--- src/rtl/scr_pkg.sv ---
// Shared sizes for the transmit cipher serializer.
// Assumes the seed fields together are exactly as wide as the cipher register.
package scr_pkg;
    localparam int SYM_W   = 5;   // code-group width
    localparam int LFSR_W  = 11;  // cipher register width
    localparam int TAP_OLD = 10;  // state bit holding x(n-11)
    localparam int TAP_MID = 8;   // state bit holding x(n-9)
    localparam int ADDR_W  = 5;   // PHY address field
    localparam int USEED_W = 6;   // user seed field
    typedef logic [LFSR_W-1:0] lfsr_t;
endpackage

--- src/rtl/seed_former.sv ---
// Joins the address and the user seed into one cipher seed, address on top.
// When ZERO_FIX is set, an all-zero result is replaced by all ones.
// Assumes ADDR_W + USEED_W equals the cipher width.
module seed_former #(
    parameter int ADDR_W   = 5,
    parameter int USEED_W  = 6,
    parameter bit ZERO_FIX = 1'b1
) (
    input  logic [ADDR_W-1:0]         phy_addr,
    input  logic [USEED_W-1:0]        user_seed,
    output logic [ADDR_W+USEED_W-1:0] seed_out
);
    localparam int SEED_W = ADDR_W + USEED_W;

    logic [SEED_W-1:0] joined;

    // Place the address above the user field.
    always_comb joined = {phy_addr, user_seed};

    generate
        if (ZERO_FIX) begin : g_fix
            // Substitute all ones for the lock-up value.
            always_comb seed_out = (joined == '0) ? {SEED_W{1'b1}} : joined;
        end else begin : g_raw
            // Pass the seed through unchanged.
            always_comb seed_out = joined;
        end
    endgenerate
endmodule

--- src/rtl/cipher_lfsr.sv ---
// Stream-cipher shift register. Produces key = S[TAP_OLD] ^ S[TAP_MID].
// Shifts left and inserts the key at each edge unless a load is requested.
// Assumes the seed is never zero, which the seed former guarantees.
module cipher_lfsr #(
    parameter int W       = 11,
    parameter int TAP_OLD = 10,
    parameter int TAP_MID = 8
) (
    input  logic         clk,
    input  logic         rst_n,
    input  logic         load,
    input  logic [W-1:0] seed,
    output logic         key_bit
);
    logic [W-1:0] state;

    // Key bit for the current bit time.
    always_comb key_bit = state[TAP_OLD] ^ state[TAP_MID];

    // Reset to all ones, load the seed on request, otherwise advance one step.
    always_ff @(posedge clk) begin
        if (!rst_n)
            state <= {W{1'b1}};
        else if (load)
            state <= seed;
        else
            state <= {state[W-2:0], key_bit};
    end

    // the loaded value is the seed of the previous cycle.
    assert_seed_load_R7: assert property (@(posedge clk) disable iff (!rst_n)
        load |=> state == $past(seed));

    // the register never holds the lock-up value.
    assert_never_zero_R8: assert property (@(posedge clk) disable iff (!rst_n)
        state != '0);
endmodule

--- src/rtl/sym_serializer.sv ---
// Takes one code group when the request is high and shifts it out LSB first.
// The request is decoded from the bit counter on the last bit of a group.
// Assumes upstream holds a valid group on sym_in whenever sym_req is high.
module sym_serializer #(
    parameter int SYM_W = 5
) (
    input  logic             clk,
    input  logic             rst_n,
    input  logic [SYM_W-1:0] sym_in,
    output logic             data_bit,
    output logic             sym_req
);
    localparam int CNT_W = $clog2(SYM_W);
    localparam logic [CNT_W-1:0] LAST = CNT_W'(SYM_W - 1);

    logic [CNT_W-1:0] bit_cnt;
    logic [SYM_W-1:0] shreg;

    // Request on the last bit time of the group in flight.
    always_comb sym_req = (bit_cnt == LAST);

    // Current data bit is the low end of the shift register.
    always_comb data_bit = shreg[0];

    // Count bit times and either take a new group or shift right.
    always_ff @(posedge clk) begin
        if (!rst_n) begin
            bit_cnt <= LAST;
            shreg   <= '0;
        end else if (sym_req) begin
            bit_cnt <= '0;
            shreg   <= sym_in;
        end else begin
            bit_cnt <= bit_cnt + 1'b1;
            shreg   <= {1'b0, shreg[SYM_W-1:1]};
        end
    end

    // the request never lasts two cycles.
    assert_req_single_R2: assert property (@(posedge clk) disable iff (!rst_n)
        sym_req |=> !sym_req);

    // the first bit sent after a take is bit 0 of the taken group.
    assert_lsb_first_R3: assert property (@(posedge clk) disable iff (!rst_n)
        sym_req |=> data_bit == $past(sym_in[0]));
endmodule

--- src/rtl/nrzi_encoder.sv ---
// NRZ to NRZI: the line level toggles for a 1 and holds for a 0.
// Assumes one input bit per clock.
module nrzi_encoder (
    input  logic clk,
    input  logic rst_n,
    input  logic bit_in,
    output logic line_out
);
    // Hold or toggle the line level; level 0 after reset.
    always_ff @(posedge clk) begin
        if (!rst_n)
            line_out <= 1'b0;
        else
            line_out <= line_out ^ bit_in;
    end

    // a zero bit keeps the level.
    assert_hold_on_zero_R6: assert property (@(posedge clk) disable iff (!rst_n)
        !bit_in |=> $stable(line_out));

    // a one bit changes the level.
    assert_toggle_on_one_R6: assert property (@(posedge clk) disable iff (!rst_n)
        bit_in |=> line_out != $past(line_out));
endmodule

--- src/rtl/tx_cipher_serializer.sv ---
// Transmit stage: serializes 5-bit groups, XORs each bit with the cipher key
// and drives an NRZI line. The seed for the cipher comes from address and user seed.
// Assumes one clock per line bit and synchronous active-low reset.
module tx_cipher_serializer
    import scr_pkg::*;
(
    input  logic              clk,
    input  logic              rst_n,
    input  logic [SYM_W-1:0]  sym_in,
    output logic              sym_req,
    input  logic              seed_load,
    input  logic [ADDR_W-1:0] phy_addr,
    input  logic [USEED_W-1:0] user_seed,
    output logic              line_out
);
    lfsr_t seed;
    logic  data_bit;
    logic  key_bit;
    logic  tx_bit;

    seed_former #(
        .ADDR_W  (ADDR_W),
        .USEED_W (USEED_W),
        .ZERO_FIX(1'b1)
    ) u_seed (
        .phy_addr (phy_addr),
        .user_seed(user_seed),
        .seed_out (seed)
    );

    cipher_lfsr #(
        .W      (LFSR_W),
        .TAP_OLD(TAP_OLD),
        .TAP_MID(TAP_MID)
    ) u_lfsr (
        .clk    (clk),
        .rst_n  (rst_n),
        .load   (seed_load),
        .seed   (seed),
        .key_bit(key_bit)
    );

    sym_serializer #(
        .SYM_W(SYM_W)
    ) u_ser (
        .clk     (clk),
        .rst_n   (rst_n),
        .sym_in  (sym_in),
        .data_bit(data_bit),
        .sym_req (sym_req)
    );

    // Cipher the data bit in flight.
    always_comb tx_bit = data_bit ^ key_bit;

    nrzi_encoder u_nrzi (
        .clk     (clk),
        .rst_n   (rst_n),
        .bit_in  (tx_bit),
        .line_out(line_out)
    );
endmodule

--- config.mk ---
export PLATFORM = sky130hd
export DESIGN_NAME = tx_cipher_serializer
export DESIGN_NICKNAME = d
export VERILOG_FILES = /design/src/rtl/scr_pkg.sv /design/src/rtl/seed_former.sv /design/src/rtl/cipher_lfsr.sv /design/src/rtl/sym_serializer.sv /design/src/rtl/nrzi_encoder.sv /design/src/rtl/tx_cipher_serializer.sv
export SDC_FILE = /design/constraint.sdc
export NUM_CORES = 1
export LEC_CHECK = 0
export BUFFER_PORTS_ARGS = -buffer_cell sky130_fd_sc_hd__buf_2
export CAP_MARGIN = 15
export CORE_ASPECT_RATIO = 1.75
export CORE_MARGIN = 10
export CORE_UTILIZATION = 30
export DETAILED_ROUTE_END_ITERATION = 8
export SYNTH_ARGS = -nofsm -noshare
export SYNTH_HDL_FRONTEND = slang
export SYNTH_SLANG_ARGS = --single-unit
--- constraint.sdc ---
create_clock -name clk -period 1 [get_ports clk]
set_input_delay 0.2 -clock clk [delete_from_list [all_inputs] [get_ports clk]]
set_output_delay 0.2 -clock clk [all_outputs]
set_load 0.03 [all_outputs]
==> results of run 1 <==
-- cells by family after synthesis --
family / count (synthesis)
xor gates and xnor gates: 3
AOI/OAI and AO/OA: 9
DFF: 20
adders and majority gates: 2
muxes: 10
buffers and inverters: 6
and+or+nand+nor: 29
-- final cells by class --
cell class              instances  area [um2]
clock buffers                   3        41.3
fillers                       232        1360
inverters                       5        21.3
multi-input cells              53         480
flip-flops and latches         20         404
well taps                      26        32.5
repair buffers                 32         210
-- tightest hold or removal path: cells and delay by family --
kind          cells  cell delay (ns)
buf+inv           1             0.09
mux               1             0.06
simple gates      1             0.05
-- layer usage --
layer  share of wire [%]  GRT usage, %  wire (um)  vias to the layer above
li1                    -             -          -                      339
met1                  39          8.65        754                      295
met2                  52          12.9       1020                       19
met3                 5.7          2.87        111                        7
met4                 3.3          5.24         64                        0
met5                   0             0          0                        -
-- flip-flops by register name, indices dropped and copies added, names as in the netlist --
| signal | cells |
|---|---|
| u_lfsr.state | 11 |
| u_ser.shreg | 5 |
| u_ser.bit_cnt | 3 |
| u_nrzi.line_out | 1 |
-- placed cells by master (no fill, tap or decap), drive strengths merged --
master	netlist	layout
inv	5	5
nand3	4	4
dfxtp	20	20
nand2	15	15
xnor2	1	1
nor4	2	2
nor2b	1	1
nor2	3	3
mux2i	10	10
clkbuf	0	3
buf	1	32
nor3	1	1
o31ai	1	1
xor2	2	2
o32ai	1	1
a41oi	1	1
and3	2	2
a21oi	6	6
ha	2	2
nand3b	1	1
-- per-stage QoR --
stage | hold WS [ns] | util (%) | TNS [ns] | cell area [um2]
finish | 0.188 | 46.6 | -0.951 | 1190
global route | 0.201 | 46.6 | -1.20 | 1190
CTS | 0.182 | 44.3 | -0.435 | 1130
detailed placement | 0.425 | 40.0 | -0.848 | 1020
global placement | 0.426 | 40.0 | -0.759 | 1020
floorplan | 0.320 | - | 0 | 833
-- worst max path at each step --
stage,from,to
finish,u_ser.bit_cnt[0]$_SDFF_PP0_,sym_req
global route,u_ser.bit_cnt[0]$_SDFF_PP0_,sym_req
CTS,u_ser.bit_cnt[0]$_SDFF_PP0_,sym_req
detailed placement,user_seed[3],u_lfsr.state[4]$_SDFF_PN1_
global placement,phy_addr[1],u_lfsr.state[4]$_SDFF_PN1_
floorplan,u_ser.bit_cnt[0]$_SDFF_PP0_,u_ser.shreg[4]$_SDFF_PN0_
-- where the power goes --
group / internal (mW) / switching [mW] / total [mW]
Combinational: 0.306 / 0.300 / 0.606
Clock: 0.268 / 0.237 / 0.505
Sequential: 0.883 / 0.0473 / 0.930
-- repair_timing --
action,in CTS,in global routing
setup buffers,3,4
endpoints found under the setup margin,6,11
pin swaps,6,6
endpoints found under the hold margin,0,0
gates resized for setup,12,14
==> flow_metrics.py, run 1 <==
metrics = {
    "grt": {
        "grt_pass1_wl_mm": 3.33,
        "overflow": 0,
        "grt.total_usage_pct": 8.08,
        "grt_pass1_vias": 734,
        "antenna_found_initial": 0,
        "grt_max_degree": 11,
    },
    "setup_path": {
        "critPathBufInv": 3,
        "crit_chain": "inv_2 > ha_4 > nand2_4 > inv_4 > buf_6",
        "required_ns": 0.80,
        "cp_slowest_stage_delay_ns": 0.34,
        "critPathCaptureType": "primary output",
        "path_depth": 5,
        "r2r-end": "u_ser.shreg[2]$_SDFF_PN0_",
        "cp-start-kind": "register",
        "crit_type": "reg -> out",
        "reg2reg_slack_ns": -0.16,
        "r2r-start": "u_ser.bit_cnt[0]$_SDFF_PP0_",
        "cp.arrival_ns": 1.02,
        "critical_path.top_delay_family": "flip-flops",
        "r2r_cells": 8,
        "worstPathMaxFanout": 2,
        "cp_slowest_cell": "dfxtp_2",
    },
    "logic_synthesis": {
        "synth_area_leaders": "dfxtp_1 (49%), mux2i_1 (12%), nand2_1 (6.9%)",
        "synth_xor_area_share_pct": 3.24,
        "synth-adder-area-share_pct": 3.09,
        "synth_nets": 100,
        "synth_top_family_by_area": "simple AND/OR/NAND/NOR gates",
        "ys_top_cells_by_count": "dfxtp_1 (20), nand2_1 (15), mux2i_1 (10), a21oi_1 (6)",
        "synth_top_cell_by_area": "dfxtp_1",
        "synth_warnings": 0,
        "seq_area_frac_synth_pct": 49.4,
        "synth.top_cell.area_share_pct": 49.4,
        "synth_most_common_cell": "dfxtp_1",
        "syn_avg_cell_area_um2": 10.3,
        "syn_area_um2": 811,
        "yosys.area_share.simple_pct": 19.9,
        "synth_compound_area_share_pct": 9.10,
        "synth_cell_types": 20,
        "synth_edf_count": 0,
        "syn_inst": 79,
        "synth_ff_type": "dfxtp_1",
        "yosys-mux-area-fraction_pct": 12.3,
        "synth-seq-cells": 20,
        "async_reset_ff_share_pct": 0,
    },
    "final_layout": {
        "drive_above_1_share_pct": 52.2,
        "area_delta_synth_final_pct": 46.8,
        "n_antenna_cell": 0,
        "nNetsFinal": 136,
        "stdcell_count": 139,
    },
    "clock_network": {
        "cts_root_buffer": "clkbuf_8",
        "ctsHoldBuffers": 0,
        "cts-buffers-inserted": 3,
        "clock_latency_ns": 0.25,
        "clock_sinks": 20,
        "cts_max_level": 1,
        "clk_pin_slew_ns": 0.07,
        "clock_path_buffers": 2,
        "cts_tree": "yes",
    },
    "drt": {
        "via_per_inst": 4.75,
        "drt-pass1-iter-count": 2,
        "vias": 660,
        "ant_nets": 0,
        "drc": 0,
        "routed_wl_mm": 1.95,
        "wl_per_cell_um": 14.0,
        "drt_iter0_markers": 11,
    },
    "floorplanning": {
        "rows": 24,
        "num_io_pins": 21,
        "core_um2": 2550,
        "dieArea_um2": 5260,
        "fp.dieW_um": 59.3,
        "die_h_um": 88.8,
        "start_util_pct": 31.8,
    },
    "status": {
        "violations": "negative setup slack",
        "status": "finished with violations",
    },
    "sta": {
        "finalClockSkew_ns": 0.00345,
        "final.period_utilization_pct": 122,
        "rsz0062_at_grt": "true",
        "final.min_clock_period_ns": 1.22,
        "worst_slew_pin_slew_ns": 0.349,
        "finalSetupViolCount": 7,
        "finalWorstSetupSlack_ns": -0.223,
        "hold_viol_final": 0,
        "max_freq_ghz": 0.818,
        "drv_slew": 0,
        "slew_headroom_pct": 76.6,
    },
    "pwr": {
        "power.total_mw": 2.04,
        "p_per_area_nw_per_um2": 1720,
        "p_leak_nw": 0.521,
        "vdd_ir_drop_max_mv": 0.891,
    },
    "placement": {
        "dp_slack_ns": -0.0906,
        "dp_hpwl_mm": 1.43,
        "numPortBuffers": 20,
        "gp_congestion": 0.698,
        "post-place-cells": 132,
    },
    "worst_hold_path": {
        "hold_end": "u_lfsr.state[10]$_SDFF_PN1_",
        "hold_class": "in -> reg",
        "whs_path_depth": 3,
        "holdCritStartpoint": "phy_addr[4]",
    },
    "job": {
        "cap_viol_max_count": 0,
    },
}
No activity file was read; power rests on OpenSTA's default activity.
==> run 2, diff against run 1 <==
SYNTH_HIERARCHICAL = 1   (was default)
==> run 2 against run 1 <==
Compared with the run above: sequential cell count unchanged; clock power is 4% lower; worst setup slack lost 0.024 ns; critical path type unchanged; synthesized cell count increased by 29%; the run still ends with negative setup slack left; fmax decreased by 2.0%; design area grew 21%; critical endpoint unchanged; global-route usage decreased by 0.85 points; first-iteration DRC count grew 27%; utilization fell by 1.8 points; die area up 17%; worst hold slack better by 0.0049 ns; sequential power shrank 0.6%.
==> flow_metrics.py, run 2 <==
metrics = {
    "final_layout": {
        "final_cell_mix": "dfxtp_1 (16), buf_4 (15), buf_2 (14), nand2_1 (14), inv_1 (12)",
        "stdcell_count": 179,
        "nNetsFinal": 159,
        "finish.instance_area_um2": 1440,
        "layout_commonest_cell": "dfxtp_1",
        "n_antenna_cell": 0,
        "finish.utilization_pct": 44.8,
        "area_delta_synth_final_pct": 42.6,
        "reg_top3": "u_lfsr/state: 11 flops, u_ser/shreg: 5 flops, u_ser/bit_cnt: 3 flops",
        "largest_reg_flops": 11,
        "regMostFlops": "u_lfsr/state",
        "drive_above_1_share_pct": 49.3,
    },
    "placement": {
        "placed_cell_area_um2": 1210,
        "numPortBuffers": 20,
        "post-place-cells": 169,
        "gp_congestion": 0.708,
        "dp_hpwl_mm": 1.62,
    },
    "setup_path": {
        "crit_chain": "inv_2 > ha_4 > and2_4 > buf_6",
        "required_ns": 0.80,
        "cp.arrival_ns": 1.05,
        "crit_type": "reg -> out",
        "critical_path.top_delay_family": "flip-flops",
        "r2r-end": "u_ser/bit_cnt[0]$_SDFF_PP0_",
        "cp-start-kind": "register",
        "r2r_cells": 6,
        "critPathBufInv": 2,
        "reg2reg_slack_ns": -0.17,
        "worstPathMaxFanout": 2,
        "r2r-start": "u_ser/bit_cnt[1]$_SDFF_PP0_",
        "cp_slowest_cell": "dfxtp_2",
        "critPathCaptureType": "primary output",
        "cp_slowest_stage_delay_ns": 0.34,
    },
    "logic_synthesis": {
        "synth_top_cell_by_area": "dfxtp_1",
        "yosys.area_share.simple_pct": 17.2,
        "synth_warnings": 6,
        "synth-seq-cells": 20,
        "synth_nets": 123,
        "syn_avg_cell_area_um2": 9.89,
        "yosys-mux-area-fraction_pct": 9.93,
        "syn_inst": 102,
        "synth_top_family_by_area": "simple AND/OR/NAND/NOR gates",
        "ys_top_cells_by_count": "dfxtp_1 (20), inv_1 (14), nand2_1 (14), mux2i_1 (10), o31ai_2 (9)",
        "async_reset_ff_share_pct": 0,
        "seq_area_frac_synth_pct": 39.7,
        "synth_compound_area_share_pct": 16.9,
        "synth_xor_area_share_pct": 2.61,
        "synth_edf_count": 0,
        "synth_ff_type": "dfxtp_1",
        "synth.top_cell.area_share_pct": 39.7,
        "syn_area_um2": 1010,
        "synth-adder-area-share_pct": 2.48,
        "synth_cell_types": 24,
        "synth_area_leaders": "dfxtp_1 (40%), o31ai_2 (11%), mux2i_1 (9.9%)",
        "synth_most_common_cell": "dfxtp_1",
    },
    "drt": {
        "m1WireLength_um": 826,
        "dr_wl_met3_um": 132,
        "ant_nets": 0,
        "drt_iter0_markers": 14,
        "routed_wl_mm": 2.25,
        "wl_per_cell_um": 12.6,
        "drt-pass1-iter-count": 4,
        "via_per_inst": 4.61,
        "routed.top_layer": "met4",
        "met2WireLength_mm": 1.25,
        "drc": 0,
        "vias": 825,
    },
    "sta": {
        "finalSetupViolCount": 20,
        "finalWorstSetupSlack_ns": -0.247,
        "final.min_clock_period_ns": 1.25,
        "max_freq_ghz": 0.802,
        "rsz0062_at_grt": "true",
        "worst_slew_pin_slew_ns": 0.318,
        "drv_slew": 0,
        "slew_headroom_pct": 78.8,
        "hold_viol_final": 0,
        "finalClockSkew_ns": 0.00440,
        "final.period_utilization_pct": 125,
        "tns_ns": -2.38,
    },
    "pwr": {
        "power.total_mw": 2.02,
        "switching_power_mw": 0.545,
        "pwr-share-seq_pct": 45.8,
        "switching_share_pct": 27.0,
        "p_int_mw": 1.47,
        "pwr-share-comb_pct": 30.1,
        "clkPwrFrac_pct": 24.1,
        "p_per_area_nw_per_um2": 1400,
        "vdd_ir_drop_max_mv": 0.904,
        "p_leak_nw": 0.631,
    },
    "floorplanning": {
        "start_util_pct": 31.4,
        "die_h_um": 96.7,
        "rows": 27,
        "core_um2": 3210,
        "num_io_pins": 21,
        "fp.dieW_um": 63.8,
        "dieArea_um2": 6170,
    },
    "grt": {
        "overflow": 0,
        "grt_max_degree": 13,
        "antenna_found_initial": 0,
        "grt_pass1_wl_mm": 3.73,
        "grt_pass1_vias": 869,
        "grt.total_usage_pct": 7.24,
    },
    "clock_network": {
        "clk_pin_slew_ns": 0.07,
        "clock_sinks": 20,
        "cts_max_level": 1,
        "cts_root_buffer": "clkbuf_8",
        "clock_latency_ns": 0.25,
        "clock_path_buffers": 2,
        "cts-buffers-inserted": 3,
        "cts_tree": "yes",
    },
    "job": {
        "cap_viol_max_count": 0,
    },
    "worst_hold_path": {
        "hold_end": "u_ser/shreg[4]$_SDFF_PN0_",
        "hold_class": "in -> reg",
        "holdCritStartpoint": "sym_in[4]",
        "whs_path_depth": 2,
    },
    "status": {
        "status": "finished with violations",
        "violations": "negative setup slack",
    },
}
run 2: cell families (layout without fill, tap and decap cells):
logic type                 Yosys count  in the layout
xor gates and xnor gates             3              3
and+or+nand+nor                     30             32
AOI/OAI and AO/OA                   16             16
DFF                                 20             20
buffers and inverters               21             53
adders and majority gates            2              2
muxes                               10             10
run 2: what timing repair did:
item / in CTS / in global routing
resized for setup: 18 / 6
hold buffers: 0 / 0
pin swaps: 25 / 11
setup buffers: 5 / 1
cloned: 2 / 0
setup endpoints to repair: 17 / 21
run 2: per-layer routing:
| metal | up-vias | track usage, % |
|---|---|---|
| met5 | - | 0 |
| li1 | 419 | - |
| met2 | 21 | 13.2 |
| met1 | 381 | 6.80 |
| met4 | 0 | 4.03 |
| met3 | 4 | 2.07 |
run 2: area by class of cell:
type / instances / area (um2)
clock buffers: 3 / 41.3
repair buffers: 36 / 265
inverters: 14 / 52.6
well taps: 43 / 53.8
flip-flops and latches: 20 / 405
fillers: 322 / 1770
multi-input cells: 63 / 619
run 2: through the flow:
stage	worst slack, ns	hold WS, ns
after CTS	-0.248	0.189
after global routing	-0.289	0.209
final	-0.247	0.192
after detailed placement	-0.521	0.432
after floorplan	-0.385	0.327
after global placement	-0.512	0.421
run 2: how the worst max path moves through the flow:
stage,start,end,slack (ns),depth (start not counted)
after floorplan,user_seed[5],u_lfsr/state[0]$_SDFF_PN1_,-0.39,5
after global placement,user_seed[5],u_lfsr/state[0]$_SDFF_PN1_,-0.51,5
after detailed placement,phy_addr[0],u_lfsr/state[3]$_SDFF_PN1_,-0.52,5
after CTS,u_ser/bit_cnt[0]$_SDFF_PP0_,sym_req,-0.25,4
after global routing,u_ser/bit_cnt[1]$_SDFF_PP0_,sym_req,-0.29,4
final,u_ser/bit_cnt[1]$_SDFF_PP0_,sym_req,-0.25,4
run 2: power by group through the flow:
stage,Sequential [mW],Clock [mW],Combinational [mW]
final,0.924,0.487,0.607
after global routing,0.933,0.547,0.666
after CTS,0.926,0.507,0.592
after detailed placement,0.945,0,0.472
after global placement,0.941,0,0.463
after floorplan,0.961,0,0.315
